--- src/rtl/tsp_pkg.sv ---
package tsp_pkg;
    // Stage controller: open (able to take a new phase) when own phase matches downstream phase
    function automatic logic stage_open(input logic own_ph, input logic nxt_ph);
        return ~(own_ph ^ nxt_ph);
    endfunction
endpackage

--- src/rtl/tsp_delay.sv ---
module tsp_delay #(
    parameter int DLY = 1
) (
    input  logic clk,
    input  logic rst_n,
    input  logic src,
    output logic dst
);
    logic [DLY-1:0] sh_d, sh_q;

    generate
        if (DLY == 1) begin : g_one
            always_comb sh_d = src;
        end else begin : g_many
            always_comb sh_d = {sh_q[DLY-2:0], src};
        end
    endgenerate

    always_ff @(posedge clk or negedge rst_n) begin
        if (!rst_n) sh_q <= '0;
        else        sh_q <= sh_d;
    end

    assign dst = sh_q[DLY-1];
endmodule

--- src/rtl/tsp_stage.sv ---
module tsp_stage
    import tsp_pkg::*;
#(
    parameter int WIDTH = 16
) (
    input  logic             clk,
    input  logic             rst_n,
    input  logic             req_dly,
    input  logic [WIDTH-1:0] up_data,
    input  logic             nxt_ph,
    output logic             ph,
    output logic [WIDTH-1:0] data
);
    typedef struct packed {
        logic             ph;
        logic [WIDTH-1:0] dat;
    } st_t;

    st_t st_d, st_q;

    always_comb begin
        st_d = st_q;
        if (stage_open(st_q.ph, nxt_ph) && (req_dly != st_q.ph)) begin
            st_d.ph  = req_dly;
            st_d.dat = up_data;
        end
    end

    always_ff @(posedge clk or negedge rst_n) begin
        if (!rst_n) st_q <= '0;
        else        st_q <= st_d;
    end

    assign ph   = st_q.ph;
    assign data = st_q.dat;

    // a full stage keeps its phase and word until the successor catches up
    a_r7_closed_hold: assert property (@(posedge clk) disable iff (!rst_n)
        (st_q.ph != nxt_ph) |=> $stable(st_q));
endmodule

--- src/rtl/tsp_pipe.sv ---
module tsp_pipe #(
    parameter int NSTAGE = 10,
    parameter int WIDTH  = 16,
    parameter int DLY    = 1
) (
    input  logic             clk,
    input  logic             rst_n,
    input  logic [WIDTH-1:0] in_data,
    input  logic             in_req,
    output logic             in_ack,
    output logic [WIDTH-1:0] out_data,
    output logic             out_req,
    input  logic             out_ack
);
    localparam int LAST = NSTAGE - 1;

    logic             ph_w    [NSTAGE];
    logic [WIDTH-1:0] dat_w   [NSTAGE];
    logic             src_req [NSTAGE];
    logic [WIDTH-1:0] src_dat [NSTAGE];
    logic             nx_ph   [NSTAGE];
    logic             req_dl  [NSTAGE];

    generate
        for (genvar g = 0; g < NSTAGE; g++) begin : g_stage
            if (g == 0) begin : g_head
                assign src_req[g] = in_req;
                assign src_dat[g] = in_data;
            end else begin : g_body
                assign src_req[g] = ph_w[g-1];
                assign src_dat[g] = dat_w[g-1];
                // a stage only takes a new phase while its predecessor holds a different one
                a_r4_take_from_full: assert property (@(posedge clk) disable iff (!rst_n)
                    (ph_w[g] != $past(ph_w[g])) |-> ($past(ph_w[g-1]) != $past(ph_w[g])));
            end
            if (g == LAST) begin : g_tail
                assign nx_ph[g] = out_ack;
            end else begin : g_mid
                assign nx_ph[g] = ph_w[g+1];
            end

            tsp_delay #(.DLY(DLY)) u_dly (
                .clk (clk),
                .rst_n (rst_n),
                .src (src_req[g]),
                .dst (req_dl[g])
            );

            tsp_stage #(.WIDTH(WIDTH)) u_stg (
                .clk     (clk),
                .rst_n   (rst_n),
                .req_dly (req_dl[g]),
                .up_data (src_dat[g]),
                .nxt_ph  (nx_ph[g]),
                .ph      (ph_w[g]),
                .data    (dat_w[g])
            );
        end
    endgenerate

    assign in_ack   = ph_w[0];
    assign out_req  = ph_w[LAST];
    assign out_data = dat_w[LAST];

    // offered word is held until the consumer acknowledges it
    a_r6_out_hold: assert property (@(posedge clk) disable iff (!rst_n)
        (out_req != out_ack) |=> $stable(out_data));

    // outputs are idle under reset
    always_comb begin
        if (!rst_n) begin
            a_r1_reset_idle: assert (in_ack == 1'b0 && out_req == 1'b0);
        end
    end
endmodule

--- config.mk ---
export PLATFORM = sky130hd
export DESIGN_NAME = tsp_pipe
export DESIGN_NICKNAME = d
export VERILOG_FILES = /design/src/rtl/tsp_pkg.sv /design/src/rtl/tsp_delay.sv /design/src/rtl/tsp_stage.sv /design/src/rtl/tsp_pipe.sv
export SDC_FILE = /design/constraint.sdc
export NUM_CORES = 1
export LEC_CHECK = 0
export BUFFER_PORTS_ARGS = -buffer_cell sky130_fd_sc_hd__buf_2
export CORE_MARGIN = 10
export CORE_UTILIZATION = 35
export CTS_CLUSTER_DIAMETER = 50
export DETAILED_ROUTE_END_ITERATION = 16
export GPL_ROUTABILITY_DRIVEN = 0
export PLACE_DENSITY = 0.61
export SYNTH_ARGS = -nofsm -noshare
export SYNTH_HDL_FRONTEND = slang
export SYNTH_SLANG_ARGS = --single-unit
--- constraint.sdc ---
create_clock -name clk -period 1.6 [get_ports clk]
set_input_delay 0.32 -clock clk [delete_from_list [all_inputs] [get_ports clk]]
set_output_delay 0.32 -clock clk [all_outputs]
set_load 0.02 [all_outputs]
==> Word-level counts from Yosys, hierarchy flattened <==
Cells that the tools add are included.
{ "op_classes": {"n_eq_ne": 10, "n_bitwise": 20, "reduce_logical": 10} }
{ "ops": {"columns": ["operator", "n"], "rows": [
  ["1-bit logical AND", 10],
  ["1-bit != test", 10],
  ["1-bit inverter", 10],
  ["1-bit XOR", 10]
]} }
{ "word_totals": {"reg_bits": 180} }

==> Depth between registers and ports, before layout <==
{ "depth": {"depth_word": 3, "mapped_depth": 6, "mapped_depth_nobuf": 3} }

==> Modules after synthesis <==
Synthesis repeated with hierarchy kept, for this count alone.
{ "hier_totals": {"cells_unflattened": 990, "hier_area_um2": 10372.4} }
{ "by_module_without_submodules": {"columns": ["mod", "instances", "cells_each", "area_per_inst_um2"], "rows": [
  ["tsp_stage", 10, 98, 1012.2],
  ["tsp_delay", 10, 1, 25.0]
]} }

==> Worst setup path after synthesis <==
Ideal clock, no wire load.
{ "synth_timing": {"path_type": "register to register", "startpoint": "register g_stage[6].u_stg.st_q (netlist bit g_stage[6].u_stg.ph)", "endpoint": "register g_stage[5].u_stg.st_q (netlist bit g_stage[5].u_stg.data[10])", "setup_time_ns": 0.125, "arrival_time_ns": 1.370, "required_time_ns": 1.475, "slack_ns": 0.105, "stages_incl_launch_ff": 5, "path_buffers": 1, "synth_period_minus_slack_ns": 1.495, "cell_sequence": "dfrtp_1 nor2b_1 a21oi_2 buf_8 mux2_4"} }
{ "synth_via": {"elab_chain_cells": 3} }
{ "synth_rtl": {"columns": ["element", "line", "source"], "rows": [
  ["start, declared", "tsp_stage.sv:19", "st_t st_d, st_q;"],
  ["start signal, assigned", "tsp_stage.sv:31", "else st_q <= st_d;"],
  ["1-bit XOR", "tsp_pkg.sv:4", "return ~(own_ph ^ nxt_ph);"],
  ["1-bit inverter", "tsp_pkg.sv:4", null],
  ["1-bit logical AND", "tsp_stage.sv:23", "if (stage_open(st_q.ph, nxt_ph) && (req_dly != st_q.ph)) begin"],
  ["end signal, assigned", "tsp_stage.sv:31", null],
  ["end, declared", "tsp_stage.sv:19", null]
]} }
No other way between the ends.
A chain may end at the register's enable or synchronous reset.

==> Final worst setup path <==
{ "layout_timing": {"startpoint": "register g_stage[0].u_stg.st_q (netlist bit g_stage[0].u_stg.ph)", "endpoint": "output in_ack"} }
{ "layout_lines": {"columns": ["element", "line", "source"], "rows": [
  ["start, declared", "tsp_stage.sv:19", null],
  ["start signal, assigned", "tsp_stage.sv:31", null],
  ["end, declared", "tsp_pipe.sv:10", "output logic in_ack,"]
]} }
No word-level cell between the ends.

==> results.json <==
{
  "antenna_violating_nets_post_route": 0,
  "postSynth.topFlopCell": "sky130_fd_sc_hd__dfrtp_1",
  "p_total_mw": 21.6,
  "num_antenna_cells": 0,
  "final.min_clock_period_ns": 1.51,
  "placedCellCount": 1110,
  "slew-limit-headroom_pct": 74.2,
  "clk_transition_reported_paths_ns": 0.06,
  "die_w_um": 180,
  "via_count": 6222,
  "final.setup_skew_ns": 0.0116,
  "crit-reg2reg-capture": "g_stage[2].u_stg.data[3]$_DFFE_PN0P_",
  "syn_nets": 801,
  "post_route_cells_drive_above_1_share_pct": 31.1,
  "yosys_warnings": 0,
  "cp_max_fo": 26,
  "totalNegativeSetupSlack_ns": 0,
  "setup_ws_ns": 0.0873,
  "clock_tree.buffer_depth": 2,
  "layoutNonFillerInstCount": 1148,
  "design.portCount": 38,
  "worst_hold_slack_ns": 0.227,
  "crit-reg2reg-launch": "g_stage[3].u_stg.ph$_DFFE_PN0P_",
  "detail_routed_via_count_per_cell": 5.42,
  "r2r_slack_ns": 0.11,
  "synth_top_cell_area_share_pct": 50.2,
  "yosys_register_bits": 180,
  "final_min_period_over_clock_period_pct": 94.5,
  "synthesis.area_per_instance_um2": 11.5,
  "finish.utilization_pct": 40.9,
  "async_flop_share_pct": 100,
  "initialDrtViolationCount": 347,
  "tightestPinTransition_ns": 0.387,
  "postPlaceCellArea_mm2": 0.00954,
  "grt_first_pass_wirelength_um": 30000,
  "place_ws_ns": 0.104,
  "fmax_mhz": 661,
  "ys_seq_area_share_pct": 50.2,
  "design.die.area_mm2": 0.0324,
  "grt_use_total_pct": 10.6,
  "areaGrowthSynthToFinish_pct": 14.8,
  "static-leakage-power_nw": 4.03,
  "cell_row_count": 58,
  "timing.final.max_slew_violations": 0,
  "path_cells": "buf_12 -> buf_2",
  "area_of_all_placed_cells_without_fillers_mm2": 0.0103,
  "route.detailed.drc": 0,
  "most_area_consuming_cells_after_synthesis": "sky130_fd_sc_hd__dfrtp_1 (50%), sky130_fd_sc_hd__o221a_2 (6.0%), sky130_fd_sc_hd__mux2_2 (5.0%)",
  "hp-start": "in_data[15]",
  "p_per_area_mw_per_mm2": 2100,
  "layout.nets": 825,
  "drt-wirelength-per-cell_um": 14.9,
  "drt_pass1_iterations": 4,
  "crit_arrival_ns": 1.19,
  "pin_count_of_the_biggest_net_entering_global_routing": 52,
  "worstSetupPathType": "reg -> out",
  "grt_setup_unrepaired": "false",
  "global_route.overflow_total": 0,
  "startpoint_type": "register",
  "vias_in_the_first_global_route": 5976,
  "yosysUniqueCellTypes": 40,
  "maxCapViolCount": 0,
  "dpl.hpwl_um": 11500,
  "clockRootBuffer": "sky130_fd_sc_hd__clkbuf_16",
  "run_status": "completed",
  "worst_hold_path.num_cells": 3,
  "cts_tree": "built",
  "postSynthCellCount": 781,
  "min_to": "g_stage[0].u_stg.data[15]$_DFFE_PN0P_",
  "final-setup-viol-count": 0,
  "die_h_um": 180,
  "ctsHtreeMaxLevel": 4,
  "post_synth_instance_area_mm2": 0.00897,
  "cts.sink_count": 180,
  "cts-buffers-inserted": 17,
  "timing.hold.worst.class": "in -> reg",
  "synth_enable_flop_cells": 0,
  "report.final.hold_viol_count": 0,
  "numPortBuffers": 37,
  "floorplan.core_area_mm2": 0.0252,
  "cp_data_required_time_ns": 1.28,
  "cpMaxStageDelayCell": "sky130_fd_sc_hd__dfrtp_2",
  "register_to_register_path_depth": 3,
  "wirelength_um": 17100,
  "synth.largest_area_cell": "sky130_fd_sc_hd__dfrtp_1",
  "critPathCaptureType": "primary output",
  "vdd.ir_drop.worst_mv": 1.05,
  "worst_path_largest_cell_delay_ns": 0.44,
  "antenna_found_initial": 0,
  "floorplan.initialDensity_pct": 35.6,
  "worst_skew_pair.late_latency_ns": 0.43
}
## critical path: cells and delay by family (launching register included)
kind | cells | cell delay (ns)
buffers and inverters | 2 | 0.33
flip-flops | 1 | 0.44
## worst max-delay path by stage
stage,start,to,slack (ns),cells past startpoint
finish,g_stage[0].u_stg.ph$_DFFE_PN0P_,in_ack,0.09,2
global route,g_stage[0].u_stg.ph$_DFFE_PN0P_,in_ack,0.03,2
CTS,g_stage[0].u_stg.ph$_DFFE_PN0P_,in_ack,0.005,2
detailed placement,g_stage[3].u_stg.ph$_DFFE_PN0P_,g_stage[2].u_stg.data[3]$_DFFE_PN0P_,0.10,3
global placement,g_stage[9].u_stg.ph$_DFFE_PN0P_,g_stage[9].u_stg.data[13]$_DFFE_PN0P_,0.1,3
floorplan,g_stage[6].u_stg.ph$_DFFE_PN0P_,g_stage[5].u_stg.data[10]$_DFFE_PN0P_,0.11,4
## flip-flops by register name, summed over array words and instances (netlist names)
name / flops
g_stage.u_stg.ph: 10
g_stage.u_stg.data: 160
g_stage.u_dly.dst: 10
## per-layer routing
metal	global-route usage (%)	vias up	wire length [µm]
li1	-	3039	-
met1	13.9	3077	8370
met2	16.7	98	7950
met3	2.99	8	683
met4	2.85	0	109
met5	0	-	0
## synth_stat cells, types with 5 or more instances
cell type and instances:
sky130_fd_sc_hd__dfrtp_1 180, sky130_fd_sc_hd__nor2_1 56, sky130_fd_sc_hd__nor3b_1 49, sky130_fd_sc_hd__o221a_2 48, sky130_fd_sc_hd__o21ai_0 47, sky130_fd_sc_hd__a211oi_1 41
sky130_fd_sc_hd__nor3_1 41, sky130_fd_sc_hd__o22ai_1 41, sky130_fd_sc_hd__mux2_2 40, sky130_fd_sc_hd__buf_2 34, sky130_fd_sc_hd__mux2_4 30, sky130_fd_sc_hd__nand3b_1 27
sky130_fd_sc_hd__o31ai_1 26, sky130_fd_sc_hd__buf_4 22, sky130_fd_sc_hd__clkbuf_1 21, sky130_fd_sc_hd__o32ai_1 15, sky130_fd_sc_hd__nand2_1 12, sky130_fd_sc_hd__nand2b_1 8
sky130_fd_sc_hd__buf_1 5, sky130_fd_sc_hd__nor2b_1 5, sky130_fd_sc_hd__o21ai_1 5
## kinds of logic after synthesis
kind of cell	after synthesis	share of synthesized area, %
and+or+nand+nor	203	12.9
DFF	180	50.2
buffers and inverters	91	5.69
AOI/OAI and AO/OA	229	19.6
muxes	76	11.3
adders and majority gates	2	0.223
## area by class of cell
cell class | count | area, µm²
clock buffer | 19 | 443
tap | 330 | 413
multi-input combinational | 510 | 3960
fill | 2335 | 14900
clock inverter | 13 | 195
sequential | 180 | 4510
timing repair buffer | 92 | 768
inverter | 4 | 15.0
## layout by cell type (no fill, tap or decap), types with 3 or more instances in the layout
cell type,n
sky130_fd_sc_hd__a211oi_1,41
sky130_fd_sc_hd__buf_12,11
sky130_fd_sc_hd__buf_2,36
sky130_fd_sc_hd__buf_4,40
sky130_fd_sc_hd__bufinv_16,4
sky130_fd_sc_hd__clkbuf_16,18
sky130_fd_sc_hd__clkinvlp_4,3
sky130_fd_sc_hd__dfrtp_1,176
sky130_fd_sc_hd__dfrtp_2,4
sky130_fd_sc_hd__inv_1,4
sky130_fd_sc_hd__inv_6,4
sky130_fd_sc_hd__mux2_2,40
sky130_fd_sc_hd__mux2_4,30
sky130_fd_sc_hd__mux2i_4,4
sky130_fd_sc_hd__nand2_1,12
sky130_fd_sc_hd__nand2b_1,7
sky130_fd_sc_hd__nand3b_1,27
sky130_fd_sc_hd__nor2_1,56
sky130_fd_sc_hd__nor2b_1,5
sky130_fd_sc_hd__nor3_1,41
sky130_fd_sc_hd__nor3b_1,49
sky130_fd_sc_hd__o21ai_0,47
sky130_fd_sc_hd__o21ai_1,5
sky130_fd_sc_hd__o221a_2,48
sky130_fd_sc_hd__o22ai_1,41
sky130_fd_sc_hd__o31ai_1,26
sky130_fd_sc_hd__o32ai_1,15
## repair_timing
| item | in CTS | in global routing |
|---|---|---|
| hold buffers | 2 | 0 |
| setup buffers | 0 | 3 |
| hold endpoints to repair | 28 | 0 |
| pin swaps | 0 | 0 |
| resized for setup | 3 | 4 |
| cloned | 0 | 1 |
| setup endpoints to repair | 1 | 50 |
## power by group
group | switching [mW] | internal [mW] | total, mW
Combinational | 3.54 | 4.65 | 8.19
Sequential | 2.08 | 6.81 | 8.89
Clock | 1.83 | 2.68 | 4.51
Total | 7.45 | 14.1 | 21.6
Power figures use the tool's default switching activity.
